**src/rtl/zvs_seq_pkg.sv**
```systemverilog
package zvs_seq_pkg;
  typedef enum logic [2:0] {
    ST_IDLE    = 3'd0,
    ST_HI_ON   = 3'd1,
    ST_LO_ON   = 3'd2,
    ST_WAIT_HI = 3'd3,
    ST_WAIT_LO = 3'd4,
    ST_FAULT   = 3'd5
  } seq_state_t;
endpackage

```
**src/rtl/zvs_sync.sv**
```systemverilog
module zvs_sync #(
  parameter int WIDTH  = 2,
  parameter int STAGES = 2
) (
  input  logic             clk,
  input  logic             rst,
  input  logic [WIDTH-1:0] async_i,
  output logic [WIDTH-1:0] sync_o
);
  for (genvar b = 0; b < WIDTH; b++) begin : g_bit
    logic [STAGES-1:0] chain;
    always_ff @(posedge clk) begin
      if (rst) chain <= '1;
      else     chain <= {chain[STAGES-2:0], async_i[b]};
    end
    assign sync_o[b] = chain[STAGES-1];
  end
endmodule

```
**src/rtl/zvs_zv_qual.sv**
```systemverilog
module zvs_zv_qual (
  input  logic clk,
  input  logic rst,
  input  logic clr,
  input  logic en,
  input  logic zv_n_s,
  output logic ok
);
  logic seen_q;
  always_ff @(posedge clk) begin
    if (rst || clr) seen_q <= 1'b0;
    else if (en)    seen_q <= ~zv_n_s;
  end
  assign ok = ~zv_n_s & seen_q;
endmodule

```
**src/rtl/zvs_wait_timer.sv**
```systemverilog
module zvs_wait_timer #(
  parameter int LIMIT = 64
) (
  input  logic clk,
  input  logic rst,
  input  logic clr,
  input  logic en,
  output logic expired
);
  localparam int CNT_W = $clog2(LIMIT + 1);
  logic [CNT_W-1:0] cnt_q;
  always_ff @(posedge clk) begin
    if (rst || clr) cnt_q <= '0;
    else if (en)    cnt_q <= cnt_q + 1'b1;
  end
  assign expired = (cnt_q == CNT_W'(LIMIT - 1));
endmodule

```
**src/rtl/zvs_gate_seq.sv**
```systemverilog
module zvs_gate_seq
  import zvs_seq_pkg::*;
#(
  parameter int TIMEOUT_CYCLES = 64,
  parameter int SYNC_STAGES    = 2
) (
  input  logic clk,
  input  logic rst,
  input  logic inhibit,
  input  logic req,
  input  logic zv_hi_n,
  input  logic zv_lo_n,
  output logic gate_hi,
  output logic gate_lo,
  output logic fault
);
  localparam int N_IND = 2;

  seq_state_t state, state_n;
  logic [N_IND-1:0] zv_s;
  logic zh_s, zl_s, wait_zv_s, in_wait, clr, qual_ok, tmo;

  zvs_sync #(.WIDTH(N_IND), .STAGES(SYNC_STAGES)) u_sync (
    .clk(clk), .rst(rst), .async_i({zv_lo_n, zv_hi_n}), .sync_o(zv_s)
  );
  assign zh_s = zv_s[0];
  assign zl_s = zv_s[1];

  assign in_wait   = (state == ST_WAIT_HI) || (state == ST_WAIT_LO);
  assign wait_zv_s = (state == ST_WAIT_HI) ? zh_s : zl_s;

  always_comb begin
    state_n = state;
    if (inhibit) state_n = ST_IDLE;
    else begin
      case (state)
        ST_IDLE:    state_n = req ? ST_WAIT_HI : ST_WAIT_LO;
        ST_HI_ON:   if (!req) state_n = ST_WAIT_LO;
        ST_LO_ON:   if (req)  state_n = ST_WAIT_HI;
        ST_WAIT_HI: begin
          if (!req)         state_n = ST_WAIT_LO;
          else if (qual_ok) state_n = ST_HI_ON;
          else if (tmo)     state_n = ST_FAULT;
        end
        ST_WAIT_LO: begin
          if (req)          state_n = ST_WAIT_HI;
          else if (qual_ok) state_n = ST_LO_ON;
          else if (tmo)     state_n = ST_FAULT;
        end
        ST_FAULT:   state_n = ST_FAULT;
        default:    state_n = ST_IDLE;
      endcase
    end
  end

  assign clr = ((state_n == ST_WAIT_HI) || (state_n == ST_WAIT_LO)) && (state_n != state);

  zvs_zv_qual u_qual (
    .clk(clk), .rst(rst), .clr(clr), .en(in_wait), .zv_n_s(wait_zv_s), .ok(qual_ok)
  );

  zvs_wait_timer #(.LIMIT(TIMEOUT_CYCLES)) u_timer (
    .clk(clk), .rst(rst), .clr(clr), .en(in_wait), .expired(tmo)
  );

  always_ff @(posedge clk) begin
    if (rst) begin
      state   <= ST_IDLE;
      gate_hi <= 1'b0;
      gate_lo <= 1'b0;
      fault   <= 1'b0;
    end else begin
      state   <= state_n;
      gate_hi <= (state_n == ST_HI_ON);
      gate_lo <= (state_n == ST_LO_ON);
      fault   <= (state_n == ST_FAULT);
    end
  end

  AST_INHIBIT_OFF: assert property (@(posedge clk) disable iff (rst)
    inhibit |=> (!gate_hi && !gate_lo));
  AST_LO_DROP: assert property (@(posedge clk) disable iff (rst)
    (gate_lo && req && !inhibit) |=> !gate_lo);
  AST_HI_DROP: assert property (@(posedge clk) disable iff (rst)
    (gate_hi && !req && !inhibit) |=> !gate_hi);
  AST_HI_QUAL: assert property (@(posedge clk) disable iff (rst)
    $rose(gate_hi) |-> (!$past(zh_s) && !$past(zh_s, 2)));
  AST_LO_QUAL: assert property (@(posedge clk) disable iff (rst)
    $rose(gate_lo) |-> (!$past(zl_s) && !$past(zl_s, 2)));
  AST_NO_OVERLAP: assert property (@(posedge clk) disable iff (rst)
    !(gate_hi && gate_lo));
  AST_BREAK_HI: assert property (@(posedge clk) disable iff (rst)
    $rose(gate_hi) |-> !$past(gate_lo));
  AST_BREAK_LO: assert property (@(posedge clk) disable iff (rst)
    $rose(gate_lo) |-> !$past(gate_hi));
  AST_FAULT_OFF: assert property (@(posedge clk) disable iff (rst)
    fault |-> (!gate_hi && !gate_lo));
  AST_FAULT_STICKY: assert property (@(posedge clk) disable iff (rst)
    (fault && !inhibit) |=> fault);
endmodule

```
**config.mk**
```make
export PLATFORM = sky130hd
export DESIGN_NAME = zvs_gate_seq
export DESIGN_NICKNAME = d
export VERILOG_FILES = /design/src/rtl/zvs_seq_pkg.sv /design/src/rtl/zvs_sync.sv /design/src/rtl/zvs_zv_qual.sv /design/src/rtl/zvs_wait_timer.sv /design/src/rtl/zvs_gate_seq.sv
export SDC_FILE = /design/constraint.sdc
export NUM_CORES = 1
export LEC_CHECK = 0
export ABC_AREA = 0
export BUFFER_PORTS_ARGS = -buffer_cell sky130_fd_sc_hd__buf_2
export CORE_UTILIZATION = 47
export CTS_BUF_LIST = sky130_fd_sc_hd__clkbuf_8
export CTS_CLUSTER_SIZE = 8
export DETAILED_ROUTE_END_ITERATION = 10
export PLACE_DENSITY = 0.63
export SLEW_MARGIN = 20
export SYNTH_ARGS = -nofsm -noshare
export SYNTH_HDL_FRONTEND = slang
export SYNTH_SLANG_ARGS = --single-unit
export TNS_END_PERCENT = 50
```
**constraint.sdc**
```tcl
create_clock -name clk -period 2.25 [get_ports clk]
set_input_delay 0 -clock clk [delete_from_list [all_inputs] [get_ports clk]]
set_output_delay 0 -clock clk [all_outputs]
set_load 0.1 [all_outputs]
```
==> summary.json, run 1 <==
{
  "status": {
    "status": "finished clean"
  },
  "yosys": {
    "yosys_warnings": 0,
    "synthesis.area_um2": 959.7,
    "post_synth_main_area_contributors": "sky130_fd_sc_hd__dfxtp_1 38%, sky130_fd_sc_hd__nor4_1 5.9%, sky130_fd_sc_hd__a21oi_1 3.7%",
    "gate_count_of_the_mapped_netlist": 111,
    "cell_type_with_the_largest_total_area_after_synthesis": "sky130_fd_sc_hd__dfxtp_1",
    "ys_seq_area_share_pct": 37.55,
    "synth.avg_cell_area_um2": 8.646,
    "synthDominantCellAreaShare_pct": 37.55,
    "synth_seq_cells": 18,
    "syn_nets": 118,
    "post_synth_num_cell_types": 41
  },
  "die": {
    "die_h_um": 47.19,
    "area_enclosed_by_the_die_boundary_um2": 2226,
    "floorplan.core_area_um2": 1821,
    "rows": 15,
    "boundaryPins": 9,
    "die_x_um": 47.19,
    "initial_core_util_pct": 52.71
  },
  "route": {
    "dr.first_iter.drc_count": 23,
    "routed_wire_length_per_instance_um": 13.48,
    "vias": 846,
    "length_of_the_first_detailed_routing_pass_in_iterations": 4,
    "route.layer.met1.wl_um": 1032,
    "wl_um": 2022,
    "route.met3.wl_um": 55,
    "detailroute.wirelength.met2_um": 907,
    "drt-vias-per-instance": 5.640,
    "antenna_violating_nets_post_route": 0,
    "drc": 0,
    "top_signal_layer_used": "met4"
  },
  "critical_path": {
    "worstPathRequired_ns": 2.40,
    "crit_path_max_fanout": 9,
    "cp-start-kind": "flip-flop",
    "cp_data_arrival_time_ns": 2.24,
    "worstSetupStartpoint": "state[2]",
    "startpoint_of_the_worst_slack_reg_to_reg_timing_path": "state[2]",
    "worstSetupPathType": "flip-flop to flip-flop",
    "crit_path_end_kind": "flip-flop"
  },
  "sta": {
    "layout_worst_path_cycle_share_pct": 92.65,
    "hold_viol": 0,
    "rsz0062_at_grt": "false",
    "worst_slack_setup_final_ns": 0.1654,
    "final_setup_vio_count": 0,
    "slew_margin_rel_pct": 67.94,
    "setup_total_negative_slack_ns": 0,
    "fin_skew_ns": 0.001615,
    "final_period_minus_worst_setup_slack_ns": 2.085,
    "timing_max_transition_violations_final": 0,
    "worst_pin_slew_ns": 0.4843,
    "fmax_ghz": 0.4797
  },
  "placement": {
    "dp_cells": 145,
    "post-place-ws_ns": 0.1912,
    "gp_congestion": 0.8055,
    "buffer_ports.inserted": 8,
    "dp.final_hpwl_um": 1448
  },
  "cells_and_area": {
    "layout-area-overhead-vs-synth_pct": 17.34,
    "layout_common_cells": "17 x sky130_fd_sc_hd__dfxtp_1, 9 x sky130_fd_sc_hd__nor4_1, 8 x sky130_fd_sc_hd__nor2_1, 8 x sky130_fd_sc_hd__buf_2",
    "postLayoutCoreUtil_pct": 61.86,
    "final_common_cell": "sky130_fd_sc_hd__dfxtp_1",
    "post_route_cells_drive_above_1_share_pct": 24.00,
    "nFillCells": 166,
    "fin_nets": 134,
    "number_of_antenna_cells_inserted": 0,
    "finish.cell_count_without_fillers": 150,
    "multi_input_area_um2": 568.0,
    "sequential_cell_area_um2": 361.6
  },
  "cts": {
    "clk_root_buffer_cell": "sky130_fd_sc_hd__clkbuf_8",
    "clkLatencyLatePin_ns": 0.25,
    "cts.repair_timing.setup_buffer_count": 0,
    "number_of_sinks_driven_by_the_clock_tree": 18,
    "cts_max_level": 1,
    "clk_pin_slew_ns": 0.06,
    "cts_buffers": 3,
    "cts_tree": "done",
    "max-clock-path-buffers": 2
  },
  "pwr": {
    "vdd_drop_max_v": 0.0004116,
    "leakagePower_nw": 0.4195,
    "finalPower_mw": 0.6546,
    "power_density_nw_per_um2": 581.3
  },
  "grt": {
    "overflow": 0,
    "gr-usage-all-layers_pct": 21.17,
    "grt_antenna_before_repair": 0,
    "grt_pass1_vias": 720,
    "first_pass_grt_wire_length_um": 3201,
    "grt_start_max_net_pins": 18
  },
  "run": {
    "max-cap-violations": 0
  },
  "min_path": {
    "holdCritPathClass": "primary input to flip-flop",
    "min-delay-start": "rst"
  }
}
-- state kept, by name (all words and copies together), names as in the netlist --
name and flops:
u_timer.cnt_q 7, state 3, u_qual.seen_q 1, gate_hi 1, u_sync.g_bit.chain 4, gate_lo 1, fault 1
-- through the flow --
stage / hold slack, ns / cell area, um^2
final: 0.09995 / 1126
after global routing: 0.1253 / 1126
after CTS: 0.09866 / 1114
after detailed placement: 0.1896 / 1052
after global placement: 0.1845 / 1052
after floorplan: 0.07623 / 959.7
-- timing repair --
action                     4_1_cts  5_1_grt
hold buffers                     2        0
gates resized for setup          0        3
hold endpoints to repair         2        0
setup endpoints to repair        0       10
-- routing by layer --
| layer | vias to the layer above | GRT usage [%] |
|---|---|---|
| li1 | 441 | - |
| met1 | 384 | 30.52 |
| met2 | 16 | 30.56 |
| met3 | 5 | 4.615 |
| met4 | 0 | 8.571 |
| met5 | - | 0 |
-- critical path, cell delays in order (launching register included) --
cell and delay (ns):
sky130_fd_sc_hd__dfxtp_1 0.47, sky130_fd_sc_hd__and3b_1 0.26, sky130_fd_sc_hd__mux2i_2 0.19, sky130_fd_sc_hd__a211o_1 0.25, sky130_fd_sc_hd__a211oi_2 0.32, sky130_fd_sc_hd__nor3_2 0.06, sky130_fd_sc_hd__buf_4 0.17, sky130_fd_sc_hd__nor4_1 0.26
-- path summary, 6_finish.rpt --
path | endpoint | slack [ns] | cells past startpoint
hold reg to reg | u_sync.g_bit[0].chain[1] | 0.41 | 1
setup reg to reg | u_timer.cnt_q[4] | 0.17 | 7
hold / removal | state[0] | 0.1 | 2
setup / recovery | u_timer.cnt_q[4] | 0.17 | 7
-- synth_stat cells, drive strengths merged --
cell type / number
a211o: 1
a211oi: 3
a21o: 1
a21oi: 7
a221oi: 1
a22oi: 1
a31oi: 1
a41oi: 1
and2: 2
and3: 1
and3b: 1
and4: 1
buf: 2
clkbuf: 4
dfxtp: 18
ha: 1
inv: 3
mux2i: 2
nand2: 5
nand2b: 2
nand3: 2
nand4: 2
nor2: 8
nor2b: 4
nor3: 6
nor4: 9
nor4b: 1
o21ai: 4
o31ai: 3
o41a: 1
or2: 5
or3: 1
or3b: 1
xnor2: 4
xor2: 2
-- final cells by class --
type | instances | share of cell area, %
multi-input combinational | 84 | 50.44
sequential | 18 | 32.11
timing repair buffer | 17 | 10.00
clock buffer | 3 | 3.667
tap | 25 | 2.778
inverter | 3 | 1.000
-- cell families (layout without fill, tap and decap cells) --
| kind of cell | Yosys count | count (layout) | share of synthesized area, % |
|---|---|---|---|
| compound gates | 24 | 24 | 17.86 |
| xor+xnor | 6 | 6 | 5.476 |
| fa+ha+maj | 1 | 1 | 1.304 |
| buf+inv | 9 | 23 | 4.432 |
| flops | 18 | 18 | 37.55 |
| mux | 2 | 2 | 2.477 |
| simple gates | 51 | 51 | 30.90 |
-- power breakdown --
| part | total [mW] | internal, mW | switching (mW) |
|---|---|---|---|
| clock network | 0.215 | 0.119 | 0.0964 |
| logic | 0.101 | 0.0399 | 0.0614 |
| registers | 0.338 | 0.329 | 0.00946 |
No activity file was read; power rests on OpenSTA's default activity.
==> inputs of run 2 (changes only) <==
--- a/config.mk
+++ b/config.mk
@@ -5,13 +5,14 @@
 export SDC_FILE = /design/constraint.sdc
 export NUM_CORES = 1
 export LEC_CHECK = 0
-export ABC_AREA = 0
+export ABC_AREA = 1
 export BUFFER_PORTS_ARGS = -buffer_cell sky130_fd_sc_hd__buf_2
 export CORE_UTILIZATION = 47
 export CTS_BUF_LIST = sky130_fd_sc_hd__clkbuf_8
 export CTS_CLUSTER_SIZE = 8
 export DETAILED_ROUTE_END_ITERATION = 10
 export PLACE_DENSITY = 0.63
+export REMOVE_ABC_BUFFERS = 1
 export SLEW_MARGIN = 20
 export SYNTH_ARGS = -nofsm -noshare
 export SYNTH_HDL_FRONTEND = slang
==> run 2 against run 1 <==
Flip-flop and latch count is the same. Clock power hardly changed. Setup slack better by 0.21 ns. Clock-buffer cell count is the same. Via count down 8.3%. Critical path type unchanged.
==> summary.json, run 2 <==
{
  "sta": {
    "layout_worst_path_cycle_share_pct": 83.28,
    "timing_max_transition_violations_final": 0,
    "fin_skew_ns": 0.003938,
    "hold_viol": 0,
    "rsz0062_at_grt": "false",
    "final_setup_vio_count": 0,
    "final_period_minus_worst_setup_slack_ns": 1.874,
    "slew_margin_rel_pct": 67.64,
    "worst_pin_slew_ns": 0.4888,
    "fmax_ghz": 0.5337,
    "setup_total_negative_slack_ns": 0
  },
  "cells_and_area": {
    "finish.cell_count_without_fillers": 163,
    "number_of_antenna_cells_inserted": 0,
    "fin_nets": 147,
    "layout_common_cells": "34 x sky130_fd_sc_hd__nand2_1, 18 x sky130_fd_sc_hd__dfxtp_1, 14 x sky130_fd_sc_hd__inv_1",
    "largest_register": "u_timer.cnt_q",
    "layout_top_registers": "u_timer.cnt_q x7, u_sync.g_bit.chain x4, state x3",
    "final_common_cell": "sky130_fd_sc_hd__nand2_1",
    "largest_reg_flops": 7,
    "layout-area-overhead-vs-synth_pct": 13.69,
    "postLayoutCoreUtil_pct": 58.30,
    "finalInstanceArea_um2": 1028,
    "post_route_cells_drive_above_1_share_pct": 23.19
  },
  "route": {
    "drc": 0,
    "length_of_the_first_detailed_routing_pass_in_iterations": 5,
    "routed_wire_length_per_instance_um": 9.736,
    "antenna_violating_nets_post_route": 0,
    "dr.first_iter.drc_count": 14,
    "vias": 776,
    "drt-vias-per-instance": 4.761,
    "wl_um": 1587
  },
  "placement": {
    "gp_congestion": 0.8594,
    "dp.final_hpwl_um": 1187,
    "dp_cells": 158,
    "postPlaceCellArea_um2": 967.2,
    "buffer_ports.inserted": 8
  },
  "status": {
    "status": "finished clean"
  },
  "critical_path": {
    "critical_path.cell_chain": "ha_1 > nand3_1 > nor2_1 > inv_1 > nand2_1 > nand2_1 > nand2_1 > nand2_1 > a21oi_1 > nand2_1 > nand2_1 > inv_1 > nand2_2 > nand2_4 > nor2_2",
    "cpMaxStageDelayCell": "sky130_fd_sc_hd__dfxtp_1",
    "crit_path_end_kind": "flip-flop",
    "worstSetupPathType": "flip-flop to flip-flop",
    "cp-start-kind": "flip-flop",
    "worstPathRequired_ns": 2.44,
    "crit_path_max_fanout": 8,
    "ff2ff_setup_slack_ns": 0.38,
    "crit_path_most_repeated_cell": "sky130_fd_sc_hd__nand2_1",
    "cp_data_arrival_time_ns": 2.06,
    "critical_path.max_stage_delay_ns": 0.37
  },
  "die": {
    "initial_core_util_pct": 51.28,
    "die_h_um": 45.87,
    "boundaryPins": 9,
    "floorplan.core_area_um2": 1764,
    "die_x_um": 45.87,
    "area_enclosed_by_the_die_boundary_um2": 2104,
    "rows": 15
  },
  "cts": {
    "cts_buffers": 3,
    "number_of_sinks_driven_by_the_clock_tree": 18,
    "post_cts_resized": 0,
    "clkLatencyLatePin_ns": 0.25,
    "cts_max_level": 1,
    "clk_root_buffer_cell": "sky130_fd_sc_hd__clkbuf_8",
    "clk_pin_slew_ns": 0.06,
    "cts_tree": "done",
    "cts.repair_timing.setup_buffer_count": 0,
    "max-clock-path-buffers": 2
  },
  "min_path": {
    "holdCritPathClass": "primary input to flip-flop"
  },
  "pwr": {
    "power_density_nw_per_um2": 626.1,
    "vdd_drop_max_v": 0.0005167,
    "finalPower_mw": 0.6440,
    "leakagePower_nw": 0.4696
  },
  "grt": {
    "grt_start_max_net_pins": 11,
    "grt_antenna_before_repair": 0,
    "first_pass_grt_wire_length_um": 2670,
    "grt_pass1_vias": 657,
    "overflow": 0,
    "gr-usage-all-layers_pct": 17.89
  },
  "yosys": {
    "synth_top_cells_by_count": "34 x sky130_fd_sc_hd__nand2_1, 18 x sky130_fd_sc_hd__dfxtp_1, 14 x sky130_fd_sc_hd__inv_1",
    "synth-edff-count": 0,
    "synth.avg_cell_area_um2": 7.123,
    "yosys.cell_count.top_type": "sky130_fd_sc_hd__nand2_1",
    "async_flop_share_pct": 0,
    "synth_seq_cells": 18,
    "cell_type_with_the_largest_total_area_after_synthesis": "sky130_fd_sc_hd__dfxtp_1",
    "gate_count_of_the_mapped_netlist": 127,
    "post_synth_main_area_contributors": "sky130_fd_sc_hd__dfxtp_1 40%, sky130_fd_sc_hd__nand2_1 14%, sky130_fd_sc_hd__inv_1 5.8%",
    "synthDominantCellAreaShare_pct": 39.83,
    "yosys_warnings": 0,
    "top_ff_cell_synth": "sky130_fd_sc_hd__dfxtp_1",
    "ys_seq_area_share_pct": 39.83,
    "synthesis.area_um2": 904.6,
    "post_synth_num_cell_types": 25
  },
  "run": {
    "max-cap-violations": 0
  }
}
==> run 2: changes by cell type in the layout (fill, tap and decap cells not counted), sizes merged, moves of 4 or more <==
cell   previous run  this run
nor2              8        17
nand3             2         8
nand2             5        38
inv               3        17
nor4              9         0
buf              15         8
nor2b             4         0
==> run 2: kinds of logic (layout without fill, tap and decap cells) <==
logic type / after synthesis / in the layout / share of synthesized area (%)
xor gates and xnor gates: 5 / 5 / 4.842
adders and majority gates: 1 / 1 / 1.383
and+or+nand+nor: 74 / 74 / 39.42
AOI/OAI and AO/OA: 9 / 9 / 5.393
muxes: 1 / 1 / 1.107
buffers and inverters: 19 / 30 / 8.021
DFF: 18 / 18 / 39.83
==> run 2: worst max-delay path: cells and delay by family, from the launching register on <==
family          cells  cell delay, ns
flops               1            0.37
simple gates       11            0.92
fa+ha+maj           1            0.20
buf+inv             2            0.11
compound gates      1            0.21
==> run 2: cell type report <==
cell class | instances | area (um^2)
Fill cell | 177 | 735.7
Multi-Input combinational cell | 90 | 471.7
Clock buffer | 3 | 41.29
Inverter | 17 | 63.81
Timing Repair Buffer | 10 | 60.06
Tap cell | 25 | 31.28
Sequential cell | 18 | 360.3
==> run 2: repair_timing <==
action,in CTS,in global routing
hold buffers,2,0
endpoints found under the setup margin,0,0
endpoints found under the hold margin,2,0
==> run 2: where the power goes <==
part	internal (mW)	total (mW)	switching, mW
Sequential	0.329	0.337	0.00821
Clock	0.119	0.213	0.0947
Combinational	0.0306	0.0935	0.0628
==> run 2: path summary, 6_finish.rpt <==
check | startpoint | depth (start not counted) | endpoint
min reg2reg | u_sync.g_bit[0].chain[0] | 1 | u_sync.g_bit[0].chain[1]
max reg2reg | u_timer.cnt_q[0] | 15 | u_timer.cnt_q[0]
min | rst | 2 | state[1]
max | u_timer.cnt_q[0] | 15 | u_timer.cnt_q[0]
==> run 2: through the flow <==
stage / hold WS, ns / worst slack (ns)
4_1_cts: 0.02065 / 0.3592
5_1_grt: 0.04177 / 0.09538
6_report: 0.02728 / 0.3761
3_5_place_dp: 0.1879 / 0.3702
2_1_floorplan: 0.07238 / 0.6229
3_3_place_gp: 0.1840 / 0.4014
==> run 2: per-layer routing <==
layer / part of all wire, % / up-vias / track usage (%) / routed length, um
li1: - / 421 / - / -
met1: 51 / 330 / 24.51 / 816
met2: 43 / 19 / 25.63 / 685
met3: 3.8 / 6 / 4.762 / 61
met4: 1.4 / 0 / 8.824 / 23
met5: 0 / - / 0 / 0
==> inputs of run 3 (changes only) <==
--- a/config.mk
+++ b/config.mk
@@ -11,7 +11,7 @@
 export CTS_BUF_LIST = sky130_fd_sc_hd__clkbuf_8
 export CTS_CLUSTER_SIZE = 8
 export DETAILED_ROUTE_END_ITERATION = 10
-export PLACE_DENSITY = 0.63
+export PLACE_DENSITY = 0.65
 export REMOVE_ABC_BUFFERS = 1
 export SLEW_MARGIN = 20
 export SYNTH_ARGS = -nofsm -noshare
==> constraint.sdc (replaced) <==
create_clock -name clk -period 1.51 [get_ports clk]
set_input_delay 0 -clock clk [delete_from_list [all_inputs] [get_ports clk]]
set_output_delay 0 -clock clk [all_outputs]
set_load 0.1 [all_outputs]
==> run 3 against run 2 <==
Clock power grew 77%. Worst hold slack better by 0.015 ns. Setup slack got worse by 0.55 ns. Flip-flop and latch count did not move. Sequential power grew 49%. Clock-buffer cell count increased by 1. Final cell count is 17% higher. Final area grew 27%. First-iteration DRC count down 29%. Maximum frequency rose by 11%. The run now ends with setup timing left. Wire length is 31% higher. Clock skew shrank 0.0016 ns.
==> summary.json, run 3 (synthesized netlist as in run 2, its figures left out) <==
{
  "route": {
    "dr.first_iter.drc_count": 10,
    "wl_um": 2086,
    "length_of_the_first_detailed_routing_pass_in_iterations": 4,
    "drt-vias-per-instance": 4.658,
    "vias": 885,
    "drc": 0,
    "antenna_violating_nets_post_route": 0,
    "routed_wire_length_per_instance_um": 10.98
  },
  "sta": {
    "slew_margin_rel_pct": 67.57,
    "hold_viol": 0,
    "fmax_ghz": 0.5942,
    "worst_pin_slew_ns": 0.4899,
    "rsz0062_at_grt": "true",
    "final_period_minus_worst_setup_slack_ns": 1.683,
    "layout_worst_path_cycle_share_pct": 111.5,
    "worst_slack_setup_final_ns": -0.1731,
    "fin_skew_ns": 0.002385,
    "timing_max_transition_violations_final": 0,
    "final_setup_vio_count": 11
  },
  "cts": {
    "number_of_sinks_driven_by_the_clock_tree": 18,
    "clk_root_buffer_cell": "sky130_fd_sc_hd__clkbuf_8",
    "clk_pin_slew_ns": 0.06,
    "cts_tree": "done",
    "cts_buffers": 3,
    "clkLatencyLatePin_ns": 0.25,
    "max-clock-path-buffers": 2,
    "cts_max_level": 1
  },
  "cells_and_area": {
    "layout_top_registers": "u_timer.cnt_q x7, u_sync.g_bit.chain x4, state x3",
    "layout-area-overhead-vs-synth_pct": 44.40,
    "number_of_antenna_cells_inserted": 0,
    "final_common_cell": "sky130_fd_sc_hd__nand2_1",
    "nFillCells": 147,
    "layout_common_cells": "30 x sky130_fd_sc_hd__nand2_1, 26 x sky130_fd_sc_hd__buf_4, 14 x sky130_fd_sc_hd__inv_1, 14 x sky130_fd_sc_hd__dfxtp_1, 9 x sky130_fd_sc_hd__nor2_2",
    "finish.cell_count_without_fillers": 190,
    "fin_nets": 173,
    "largest_register": "u_timer.cnt_q",
    "post_route_cells_drive_above_1_share_pct": 45.45,
    "finalInstanceArea_um2": 1306,
    "largest_reg_flops": 7
  },
  "grt": {
    "grt_pass1_vias": 909,
    "overflow": 0,
    "gr-usage-all-layers_pct": 23.49,
    "grt_start_max_net_pins": 11,
    "grt_antenna_before_repair": 0,
    "first_pass_grt_wire_length_um": 3546
  },
  "critical_path": {
    "cpMaxStageDelayCell": "sky130_fd_sc_hd__dfxtp_2",
    "timing.critical_path.max_delay_family": "simple AND/OR/NAND/NOR gates",
    "critical_path.cell_chain": "ha_4 > nand3_2 > nor2_2 > inv_1 > nand2_1 > nand2_1 > nand2_1 > nand2_2 > a21oi_4 > nand2_1 > nand2_1 > nand2_1 > nand2_2 > nand2_4 > nor2_2",
    "worstSetupPathDepth": 15,
    "r2r_end": "u_timer.cnt_q[6]",
    "critical_path.max_stage_delay_ns": 0.36,
    "critPathCapture": "u_timer.cnt_q[6]",
    "cp-start-kind": "flip-flop",
    "cp_data_arrival_time_ns": 1.87,
    "reg2reg_depth": 15,
    "crit_path_end_kind": "flip-flop",
    "worstSetupStartpoint": "u_timer.cnt_q[1]",
    "worstPathRequired_ns": 1.70,
    "startpoint_of_the_worst_slack_reg_to_reg_timing_path": "u_timer.cnt_q[1]",
    "crit_path_max_fanout": 8,
    "bufs_and_invs_on_worst_path": 1,
    "crit_path_most_repeated_cell": "sky130_fd_sc_hd__nand2_1",
    "worstSetupPathType": "flip-flop to flip-flop",
    "ff2ff_setup_slack_ns": -0.17
  },
  "pwr": {
    "power_density_nw_per_um2": 822.8,
    "leakagePower_nw": 0.6085,
    "vdd_drop_max_v": 0.0007682
  },
  "min_path": {
    "holdCritPathClass": "primary input to flip-flop",
    "whs_path_depth": 2
  },
  "status": {
    "violations": "setup timing",
    "status": "finished with violations"
  },
  "die": {
    "area_enclosed_by_the_die_boundary_um2": 2104,
    "die_x_um": 45.87,
    "floorplan.core_area_um2": 1764,
    "die_h_um": 45.87,
    "boundaryPins": 9,
    "initial_core_util_pct": 51.28,
    "rows": 15
  },
  "placement": {
    "buffer_ports.inserted": 8,
    "dp_cells": 181,
    "dp.final_hpwl_um": 1471,
    "postPlaceCellArea_um2": 1140,
    "gp_congestion": 0.8105
  },
  "run": {
    "max-cap-violations": 0
  }
}
==> run 3: changes by cell type in the layout (fill, tap and decap cells not counted), moves of 4 or more <==
cell                      delta
sky130_fd_sc_hd__buf_4      +26
sky130_fd_sc_hd__dfxtp_2     +4
sky130_fd_sc_hd__nand2_2     +4
sky130_fd_sc_hd__nand2_1     -4
sky130_fd_sc_hd__dfxtp_1     -4
==> run 3: what timing repair did <==
| action | CTS | global route |
|---|---|---|
| hold buffers | 2 | 0 |
| setup endpoints to repair | 11 | 12 |
| pin swaps | 12 | 5 |
| resized for setup | 10 | 9 |
| setup buffers | 3 | 0 |
| hold endpoints to repair | 2 | 0 |
==> run 3: worst min path at each step <==
stage | start | slack, ns | endpoint
floorplan | rst | 0.07 | state[1]
global placement | zv_hi_n | 0.18 | u_sync.g_bit[0].chain[0]
detailed placement | zv_lo_n | 0.19 | u_sync.g_bit[1].chain[0]
CTS | rst | 0.006 | state[1]
global route | rst | 0.05 | state[0]
finish | rst | 0.04 | state[0]
==> run 3: through the flow <==
step | utilization, % | total power [mW] | setup slack, ns | setup TNS [ns] | hold WS [ns]
final | 74.04 | 1.075 | -0.1731 | -1.397 | 0.04270
after global routing | 74.04 | 1.123 | -0.3211 | -2.909 | 0.05312
after floorplan | - | 0.6174 | -0.1171 | -0.9366 | 0.07238
after detailed placement | 64.61 | 0.6819 | -0.2894 | -2.632 | 0.1857
after CTS | 71.91 | 1.070 | -0.1894 | -1.356 | 0.006421
after global placement | 64.61 | 0.6792 | -0.1870 | -1.585 | 0.1844
==> run 3: power breakdown <==
group	leakage, nW	internal (mW)	switching, mW
clock network	0.0288	0.231	0.147
logic	0.431	0.0800	0.114
registers	0.149	0.491	0.0114
total	0.609	0.802	0.273
==> run 3: routing by layer <==
layer	vias to the layer above	track usage, %	wire length, um
li1	478	-	-
met5	-	0	0
met2	9	42.82	1086
met1	396	27.54	952
met3	2	2.778	35
met4	0	8.824	12
==> run 3: cell type report <==
cell class	count	area (um^2)	area share [%]
well taps	25	31.28	2.395
clock buffers	4	55.05	4.215
repair buffers	36	255.2	19.54
flip-flops and latches	18	365.4	27.97
multi-input cells	90	535.5	41.00
inverters	17	63.81	4.885
